File: config.mk
export PLATFORM = sky130hd
export DESIGN_NAME = pci_bus_bringup
export DESIGN_NICKNAME = d
export VERILOG_FILES = /design/src/rtl/pci_bringup_pkg.sv /design/src/rtl/bringup_timer.sv /design/src/rtl/bringup_outreg.sv /design/src/rtl/pci_bus_bringup.sv
export SDC_FILE = /design/constraint.sdc
export NUM_CORES = 1
export LEC_CHECK = 0
export BUFFER_PORTS_ARGS = -buffer_cell sky130_fd_sc_hd__buf_2
export CAP_MARGIN = 0
export CORE_MARGIN = 2
export CORE_UTILIZATION = 50
export CTS_CLUSTER_SIZE = 28
export DETAILED_ROUTE_END_ITERATION = 8
export HOLD_SLACK_MARGIN = 0.12
export MAX_ROUTING_LAYER = met4
export PLACE_DENSITY = 0.76
export SLEW_MARGIN = 20
export SYNTH_ARGS = -nofsm -noshare
export SYNTH_HDL_FRONTEND = slang
export SYNTH_SLANG_ARGS = --single-unit
File: constraint.sdc
create_clock -name clk -period 5.25 [get_ports clk]
set_clock_uncertainty 0.15 [all_clocks]
set_input_delay 0.2625 -clock clk [delete_from_list [all_inputs] [get_ports clk]]
set_output_delay 0.2625 -clock clk [all_outputs]
set_load 0.02 [all_outputs]
File: src/rtl/pci_bringup_pkg.sv
package pci_bringup_pkg;

  typedef enum logic [2:0] {
    ST_IDLE   = 3'd0,
    ST_DRV    = 3'd1,
    ST_CLKON  = 3'd2,
    ST_REL    = 3'd3,
    ST_ARB    = 3'd4,
    ST_SETTLE = 3'd5,
    ST_OPEN   = 3'd6,
    ST_FINAL  = 3'd7
  } step_t;

  // Converts microseconds to clock cycles, rounded up, never below one.
  function automatic longint us_to_cyc(input longint us, input longint hz);
    longint c;
    c = (us * hz + 64'd999_999) / 64'd1_000_000;
    return (c < 1) ? 64'd1 : c;
  endfunction

endpackage

File: src/rtl/bringup_timer.sv
module bringup_timer #(
  parameter int CW = 16
) (
  input  logic          clk,
  input  logic          rst,
  input  logic          load,
  input  logic [CW-1:0] load_val,
  output logic          expired
);
  logic [CW-1:0] cnt;

  always_ff @(posedge clk) begin
    if (rst)            cnt <= '0;
    else if (load)      cnt <= load_val;
    else if (cnt != '0) cnt <= cnt - 1'b1;
  end

  assign expired = (cnt == '0);
endmodule

File: src/rtl/bringup_outreg.sv
module bringup_outreg
  import pci_bringup_pkg::*;
(
  input  logic  clk,
  input  logic  rst,
  input  step_t step_d,
  input  logic  done_d,
  output logic  bus_rst_oe,
  output logic  bus_clk_oe,
  output logic  bus_clk_en,
  output logic  bus_rst_n,
  output logic  arb_internal,
  output logic  cfg_open,
  output logic  busy,
  output logic  ready
);
  logic oe_c, clk_c, rel_c, arb_c, open_c, busy_c;

  always_comb begin
    oe_c   = done_d;
    clk_c  = done_d;
    rel_c  = done_d;
    arb_c  = done_d;
    open_c = 1'b0;
    busy_c = 1'b0;
    if (!done_d) begin
      unique case (step_d)
        ST_IDLE: ;
        ST_DRV: begin
          oe_c = 1'b1; busy_c = 1'b1;
        end
        ST_CLKON: begin
          oe_c = 1'b1; clk_c = 1'b1; busy_c = 1'b1;
        end
        ST_REL: begin
          oe_c = 1'b1; clk_c = 1'b1; rel_c = 1'b1; busy_c = 1'b1;
        end
        ST_ARB, ST_SETTLE, ST_FINAL: begin
          oe_c = 1'b1; clk_c = 1'b1; rel_c = 1'b1; arb_c = 1'b1;
          busy_c = 1'b1;
        end
        ST_OPEN: begin
          oe_c = 1'b1; clk_c = 1'b1; rel_c = 1'b1; arb_c = 1'b1;
          open_c = 1'b1; busy_c = 1'b1;
        end
        default: ;
      endcase
    end
  end

  always_ff @(posedge clk) begin
    if (rst) begin
      bus_rst_oe   <= 1'b0;
      bus_clk_oe   <= 1'b0;
      bus_clk_en   <= 1'b0;
      bus_rst_n    <= 1'b0;
      arb_internal <= 1'b0;
      cfg_open     <= 1'b0;
      busy         <= 1'b0;
      ready        <= 1'b0;
    end else begin
      bus_rst_oe   <= oe_c;
      bus_clk_oe   <= oe_c;
      bus_clk_en   <= clk_c;
      bus_rst_n    <= rel_c;
      arb_internal <= arb_c;
      cfg_open     <= open_c;
      busy         <= busy_c;
      ready        <= done_d;
    end
  end
endmodule

File: src/rtl/pci_bus_bringup.sv
module pci_bus_bringup
  import pci_bringup_pkg::*;
#(
  parameter longint CLK_HZ        = 100_000_000,
  parameter longint RST_HOLD_US   = 150,
  parameter longint ARB_WAIT_US   = 1,
  parameter longint CFG_SETTLE_US = 1000,
  parameter longint READY_US      = 10_000
) (
  input  logic clk,
  input  logic rst,
  input  logic start,
  input  logic cfg_done,
  output logic bus_rst_oe,
  output logic bus_clk_oe,
  output logic bus_clk_en,
  output logic bus_rst_n,
  output logic arb_internal,
  output logic cfg_open,
  output logic busy,
  output logic ready
);
  localparam longint HOLD_C   = us_to_cyc(RST_HOLD_US, CLK_HZ);
  localparam longint ARB_C    = us_to_cyc(ARB_WAIT_US, CLK_HZ);
  localparam longint SETTLE_C = us_to_cyc(CFG_SETTLE_US, CLK_HZ);
  localparam longint READY_C  = us_to_cyc(READY_US, CLK_HZ);
  localparam longint MAX_AB   = (HOLD_C > ARB_C) ? HOLD_C : ARB_C;
  localparam longint MAX_CD   = (SETTLE_C > READY_C) ? SETTLE_C : READY_C;
  localparam longint MAX_C    = (MAX_AB > MAX_CD) ? MAX_AB : MAX_CD;
  localparam int     CW       = $clog2(MAX_C + 1);

  step_t         step_q, step_d;
  logic          done_q, done_d;
  logic          tmr_load, tmr_exp;
  logic [CW-1:0] tmr_val;

  // Next-step logic: a timed step advances when its timer reaches zero.
  always_comb begin
    step_d = step_q;
    done_d = done_q;
    if (!done_q) begin
      unique case (step_q)
        ST_IDLE:   if (start)    step_d = ST_DRV;
        ST_DRV:    if (tmr_exp)  step_d = ST_CLKON;
        ST_CLKON:  if (tmr_exp)  step_d = ST_REL;
        ST_REL:    if (tmr_exp)  step_d = ST_ARB;
        ST_ARB:    if (tmr_exp)  step_d = ST_SETTLE;
        ST_SETTLE: if (tmr_exp)  step_d = ST_OPEN;
        ST_OPEN:   if (cfg_done) step_d = ST_FINAL;
        ST_FINAL:  if (tmr_exp)  done_d = 1'b1;
        default:                 step_d = ST_IDLE;
      endcase
    end
  end

  // A step lasting N cycles loads N-1 on entry.
  always_comb begin
    tmr_load = (step_d != step_q);
    unique case (step_d)
      ST_CLKON:  tmr_val = CW'(HOLD_C - 1);
      ST_ARB:    tmr_val = CW'(ARB_C - 1);
      ST_SETTLE: tmr_val = CW'(SETTLE_C - 1);
      ST_FINAL:  tmr_val = CW'(READY_C - 1);
      default:   tmr_val = '0;
    endcase
  end

  always_ff @(posedge clk) begin
    if (rst) begin
      step_q <= ST_IDLE;
      done_q <= 1'b0;
    end else begin
      step_q <= step_d;
      done_q <= done_d;
    end
  end

  bringup_timer #(.CW(CW)) u_timer (
    .clk      (clk),
    .rst      (rst),
    .load     (tmr_load),
    .load_val (tmr_val),
    .expired  (tmr_exp)
  );

  bringup_outreg u_out (
    .clk          (clk),
    .rst          (rst),
    .step_d       (step_d),
    .done_d       (done_d),
    .bus_rst_oe   (bus_rst_oe),
    .bus_clk_oe   (bus_clk_oe),
    .bus_clk_en   (bus_clk_en),
    .bus_rst_n    (bus_rst_n),
    .arb_internal (arb_internal),
    .cfg_open     (cfg_open),
    .busy         (busy),
    .ready        (ready)
  );
endmodule

==> flow_metrics.env, run 1 <==
export IMPL_viasPerCell=5.74
export IMPL_die_w_um=60.0
export IMPL_clockBufferDepth=2
export IMPL_worstHoldStart="rst"
export IMPL_power_density_nw_per_um2=713
export IMPL_async_flop_share=0
export IMPL_ys_warn_count=0
export IMPL_rsz0062_at_grt="no"
export IMPL_post_place_ws_ns=2.33
export IMPL_rrSetupSlack_ns=2.31
export IMPL_synth_edf_count=0
export IMPL_synthCells=187
export IMPL_path_max_fanout=8
export IMPL_grtUsageMet3=0.0563
export IMPL_synth_area_um2=1570
export IMPL_die_area_um2=3600
export IMPL_cts_resized=0
export IMPL_cts_buffers=5
export IMPL_post_route_min_period_ns=2.94
export IMPL_timing_final_ws_setup_ns=2.31
export IMPL_synth_fa_ha_area_frac=0.00799
export IMPL_layout_common_cells="30 x dfxtp_1, 21 x nand2_1, 17 x nor2_1, 11 x a21oi_1, 11 x buf_2"
export IMPL_synth_area_mux_share=0
export IMPL_status="finished clean"
export IMPL_cts_tree="built"
export IMPL_r2r_cells=8
export IMPL_start_util=0.517
export IMPL_ioPinCount=12
export IMPL_top_usage_layer="met2"
export IMPL_synth_top_cell_area_share=0.383
export IMPL_syn2layout_area_growth_pct=7.43
export IMPL_clkLatencyLatePin_ns=0.33
export IMPL_wl_um=3370
export IMPL_max_slew_margin=0.555
export IMPL_final_cell_count_no_fill=239
export IMPL_ys_ff_latch=30
export IMPL_fin_crit_sh=0.559
export IMPL_final_nets=200
export IMPL_yosys_area_share_simple=0.272
export IMPL_hpwl_um=2500
export IMPL_io_buffers=11
export IMPL_grt_first_pass_wirelength_um=5480
export IMPL_yosysTopAreaCell="dfxtp_1"
export IMPL_setup_viol=0
export IMPL_final_hold_violation_count=0
export IMPL_worst_pin_slew_ns=0.665
export IMPL_ir_drop_v=0.000262
export IMPL_final_common_cell="dfxtp_1"
export IMPL_grt_use_met2=0.335
export IMPL_dieHeight_um=60.0
export IMPL_slew_viol_final=0
export IMPL_grt_pass1_vias=1243
export IMPL_reg2reg_to="u_timer.cnt[0]"
export IMPL_synthTopCellsByArea="dfxtp_1 38%, nand2_1 5.0%, xnor2_1 5.0%, xor2_1 5.0%, nor2_1 4.1%"
export IMPL_final_antenna_net_count=0
export IMPL_worstSetupStartpointType="flop"
export IMPL_cts_setup_buffers=0
export IMPL_avgSynthCellArea_um2=8.38
export IMPL_use_met1=0.254
export IMPL_clk_pin_slew_ns=0.09
export IMPL_drive_above_1_share=0.144
export IMPL_min_to="u_timer.cnt[6]"
export IMPL_synthXorXnorAreaFrac=0.101
export IMPL_tns_ns=0
export IMPL_hp_class="in2reg"
export IMPL_grt_usage=0.213
export IMPL_worst_setup_path_type="reg2reg"
export IMPL_routedWlPerCell_um=14.1
export IMPL_r2r_start="u_timer.cnt[0]"
export IMPL_place_inst=232
export IMPL_cts_hold_buffers=0
export IMPL_holdPathStages=2
export IMPL_grt_overflow=0
export IMPL_antenna_found_initial=0
export IMPL_synth_ff_type="dfxtp_1"
export IMPL_first_iter_violations=51
export IMPL_core_region_area_um2=3030
export IMPL_dr_pass1_iters=4
export IMPL_synth_seq_area_share=0.383
export IMPL_synth_compound_area_frac=0.197
export IMPL_synth_nets=192
export IMPL_synth_cell_types=47
export IMPL_clock_sinks=30
export IMPL_worstPathArrival_ns=3.04
export IMPL_max_cap_violations=0
export IMPL_grt_max_degree=27
export IMPL_drc=0
export IMPL_gp_congestion=0.887
export IMPL_synth_top_family_by_area="simple AND/OR/NAND/NOR gates"
export IMPL_cts_root_buf="clkbuf_4"
export IMPL_h_tree_depth=2
export IMPL_rows=20
export IMPL_p_leak_nw=0.708
export IMPL_diodes=0
export IMPL_fmax_ghz=0.340
export IMPL_cp_required_ns=5.36
export IMPL_endpoint_kind="flop"
export IMPL_vias=1373
## report_power, final
group / total [mW] / internal [mW] / switching, mW
combinational: 0.701 / 0.287 / 0.414
clock: 0.128 / 0.0480 / 0.0796
sequential: 0.371 / 0.302 / 0.0692
total: 1.20 / 0.637 / 0.563
## metrics by stage
| stage | hold slack, ns | instance area [µm²] | power, mW | utilization |
|---|---|---|---|---|
| 2_1_floorplan | 0.390 | 1570 | 0.942 | - |
| 3_3_place_gp | 0.409 | 1640 | 1.06 | 0.540 |
| 3_5_place_dp | 0.426 | 1640 | 1.07 | 0.540 |
| 4_1_cts | 0.187 | 1680 | 1.20 | 0.556 |
| 5_1_grt | 0.210 | 1680 | 1.30 | 0.556 |
| 6_report | 0.194 | 1680 | 1.20 | 0.556 |
## logic make-up (layout without fill, tap and decap cells)
| kind of cell | after synthesis | in the layout |
|---|---|---|
| flops | 30 | 30 |
| buf+inv | 15 | 23 |
| simple gates | 81 | 81 |
| compound gates | 42 | 42 |
| fa+ha+maj | 1 | 1 |
| xor+xnor | 18 | 18 |
## sequential cells by signal, indices dropped and copies added (netlist names)
signal              flops
u_out.arb_internal      1
u_out.bus_rst_oe        1
u_out.bus_rst_n         1
u_out.bus_clk_en        1
u_timer.cnt            20
u_out.ready             1
step_q                  3
u_out.cfg_open          1
u_out.busy              1
## synthesized netlist by cell type (3+ instances only)
cell type,instances
or4_1,3
nand2_1,21
inv_1,5
xor2_1,9
or3_1,8
nor2_1,17
a21oi_1,11
and3_1,3
o21ai_0,3
nor3_1,9
xnor2_1,9
dfxtp_1,30
clkbuf_1,9
nor4_1,3
o21ai_1,3
## critical path, stage by stage, from the launching register on
cell	delay, ns
dfxtp_1	0.33
inv_1	0.10
ha_1	0.20
or4b_4	0.50
or3_4	0.43
o31ai_4	0.43
nand2_1	0.13
or3b_1	0.47
o211ai_1	0.13
## metal layers
metal | part of all wire | vias to the layer above
met2 | 0.48 | 29
li1 | - | 686
met5 | 0 | -
met3 | 0.045 | 7
met1 | 0.45 | 651
met4 | 0.020 | 0
## area by class of cell
type / count / area, µm²
sequential: 30 / 601
fill: 297 / 1350
multi-input combinational: 142 / 906
timing repair buffer: 11 / 55.1
clock inverter: 2 / 10.0
tap: 44 / 55.1
clock buffer: 5 / 37.5
inverter: 5 / 18.8
## how the worst max path moves through the flow
stage,slack (ns),to,from,depth (start not counted)
finish,2.31,u_timer.cnt[0],u_timer.cnt[0],8
floorplan,2.61,u_timer.cnt[0],u_timer.cnt[0],8
CTS,2.31,u_timer.cnt[0],u_timer.cnt[0],8
detailed placement,2.33,u_timer.cnt[0],u_timer.cnt[0],8
global route,2.14,u_timer.cnt[17],u_timer.cnt[0],8
global placement,2.41,u_timer.cnt[9],u_timer.cnt[0],8
(Power assumes the default switching activity.)
==> inputs of run 2 (changes only) <==
--- a/config.mk
+++ b/config.mk
@@ -13,7 +13,7 @@
 export DETAILED_ROUTE_END_ITERATION = 8
 export HOLD_SLACK_MARGIN = 0.12
 export MAX_ROUTING_LAYER = met4
-export PLACE_DENSITY = 0.76
+export PLACE_DENSITY = 0.79
 export SLEW_MARGIN = 20
 export SYNTH_ARGS = -nofsm -noshare
 export SYNTH_HDL_FRONTEND = slang
==> constraint.sdc (replaced) <==
create_clock -name clk -period 2.4 [get_ports clk]
set_clock_uncertainty 0.15 [all_clocks]
set_input_delay 0.12 -clock clk [delete_from_list [all_inputs] [get_ports clk]]
set_output_delay 0.12 -clock clk [all_outputs]
set_load 0.02 [all_outputs]
==> flow_metrics.env, run 2 (synthesis results as in run 1) <==
export IMPL_top_regs="u_timer.cnt x20, step_q x3"
export IMPL_largest_register="u_timer.cnt"
export IMPL_rrSetupSlack_ns=-0.21
export IMPL_cp_cell_sequence="inv_2 -> ha_4 -> or4b_4 -> or3_4 -> o31ai_4 -> nand2_2 -> or3b_4 -> o211ai_1"
export IMPL_grt_first_pass_wirelength_um=7390
export IMPL_grt_max_degree=27
export IMPL_slew_viol_final=0
export IMPL_path_max_fanout=5
export IMPL_wl_um=4680
export IMPL_clock_sinks=30
export IMPL_clkLatencyLatePin_ns=0.33
export IMPL_worstSetupStartpointType="flop"
export IMPL_critPathLaunch="u_timer.cnt[1]"
export IMPL_io_buffers=11
export IMPL_rows=20
export IMPL_path_buf_inv=1
export IMPL_h_tree_depth=2
export IMPL_fmax_ghz=0.384
export IMPL_crit_family="simple AND/OR/NAND/NOR gates"
export IMPL_gp_congestion=0.955
export IMPL_hp_class="in2reg"
export IMPL_worstPathArrival_ns=2.70
export IMPL_antenna_found_initial=0
export IMPL_power_mw=3.74
export IMPL_start_util=0.517
export IMPL_cp_required_ns=2.50
export IMPL_dr_pass1_iters=4
export IMPL_slowest_stage="or4b_4"
export IMPL_die_w_um=60.0
export IMPL_r2r_cells=8
export IMPL_drive_above_1_share=0.374
export IMPL_ioPinCount=12
export IMPL_max_cap_violations=0
export IMPL_clockBufferDepth=2
export IMPL_final_common_cell="buf_4"
export IMPL_grt_pass1_vias=1624
export IMPL_worst_setup_path_type="reg2reg"
export IMPL_die_area_um2=3600
export IMPL_status="complete, but fails checks"
export IMPL_power_density_nw_per_um2=1740
export IMPL_cts_tree="built"
export IMPL_cts_buffers=5
export IMPL_worst_pin_slew_ns=0.543
export IMPL_r2r_start="u_timer.cnt[1]"
export IMPL_diodes=0
export IMPL_final_nets=240
export IMPL_timing_final_ws_setup_ns=-0.205
export IMPL_core_region_area_um2=3030
export IMPL_drc=0
export IMPL_rsz0062_at_grt="yes"
export IMPL_crit_end="u_timer.cnt[0]"
export IMPL_endpoint_kind="flop"
export IMPL_setup_viol=23
export IMPL_ir_drop_v=0.000794
export IMPL_clk_pin_slew_ns=0.10
export IMPL_hpwl_um=3130
export IMPL_routedWlPerCell_um=16.8
export IMPL_largest_reg_flops=20
export IMPL_grt_usage=0.290
export IMPL_p_leak_nw=0.948
export IMPL_post_route_min_period_ns=2.61
export IMPL_syn2layout_area_growth_pct=37.6
export IMPL_final_cell_area_um2=2160
export IMPL_viasPerCell=5.84
export IMPL_final_antenna_net_count=0
export IMPL_cp_depth=8
export IMPL_max_slew_margin=0.638
export IMPL_postPlaceCellArea_um2=1900
export IMPL_dieHeight_um=60.0
export IMPL_cp_slowest_stage_delay_ns=0.46
export IMPL_fin_crit_sh=1.09
export IMPL_first_iter_violations=88
export IMPL_layout_common_cells="36 x buf_4, 28 x dfxtp_1, 17 x nor2_1, 17 x nand2_1, 11 x buf_2"
export IMPL_reg2reg_to="u_timer.cnt[0]"
export IMPL_holdWs_ns=0.379
export IMPL_final_hold_violation_count=0
export IMPL_vias=1629
export IMPL_cts_root_buf="clkbuf_4"
export IMPL_violations="negative setup slack"
export IMPL_grt_overflow=0
==> run 2: timing repair <==
item	4_1_cts	5_1_grt
pin swaps	7	4
resized for setup	14	12
hold endpoints to repair	5	0
endpoints found under the setup margin	19	26
buffers inserted	6	3
hold buffers	1	0
==> run 2: layout make-up <==
class                   count  area, µm²
flip-flops and latches     30        603
well taps                  44       55.1
inverters                   5       18.8
repair buffers             51        369
clock inverters             1       30.0
clock buffers               6       51.3
fillers                   215        872
multi-input cells         142       1030
==> run 2: routing by layer <==
layer  up-vias  part of all wire  track usage
met5         -                 0            -
met4         0             0.021        0.124
met3        13             0.063       0.0758
met2        63              0.53        0.483
met1       781              0.39        0.327
li1        772                 -            -
==> run 2: stage by stage <==
| stage | cells | TNS, ns | worst slack [ns] | utilization |
|---|---|---|---|---|
| after floorplan | 187 | -0.725 | -0.0822 | - |
| after global placement | 264 | -1.32 | -0.131 | 0.629 |
| after detailed placement | 264 | -1.98 | -0.179 | 0.629 |
| after CTS | 277 | -1.51 | -0.171 | 0.695 |
| after global routing | 279 | -4.38 | -0.251 | 0.712 |
| final | 279 | -3.02 | -0.205 | 0.712 |
==> run 2: report_power, final <==
part | switching [mW] | leakage [nW] | internal [mW]
Sequential | 0.150 | 0.246 | 0.663
Clock | 0.179 | 0.0443 | 0.242
Combinational | 1.33 | 0.658 | 1.18
Total | 1.66 | 0.948 | 2.09
==> run 2: worst min path at each step <==
stage	from	endpoint	slack, ns	cells after the start
2_1_floorplan	rst	step_q[2]	0.30	2
3_3_place_gp	u_out.arb_internal	arb_internal	0.39	1
3_5_place_dp	u_out.busy	busy	0.39	1
4_1_cts	cfg_done	step_q[0]	0.40	7
5_1_grt	start	u_timer.cnt[1]	0.41	4
6_report	cfg_done	u_timer.cnt[1]	0.38	4
==> run 2: tightest hold or removal path: cells and delay by family <==
| family | cells | cell delay (ns) |
|---|---|---|
| AND/OR/NAND/NOR | 1 | 0.15 |
| AO/OA/AOI/OAI | 2 | 0.45 |
| buffers and inverters | 1 | 0.09 |
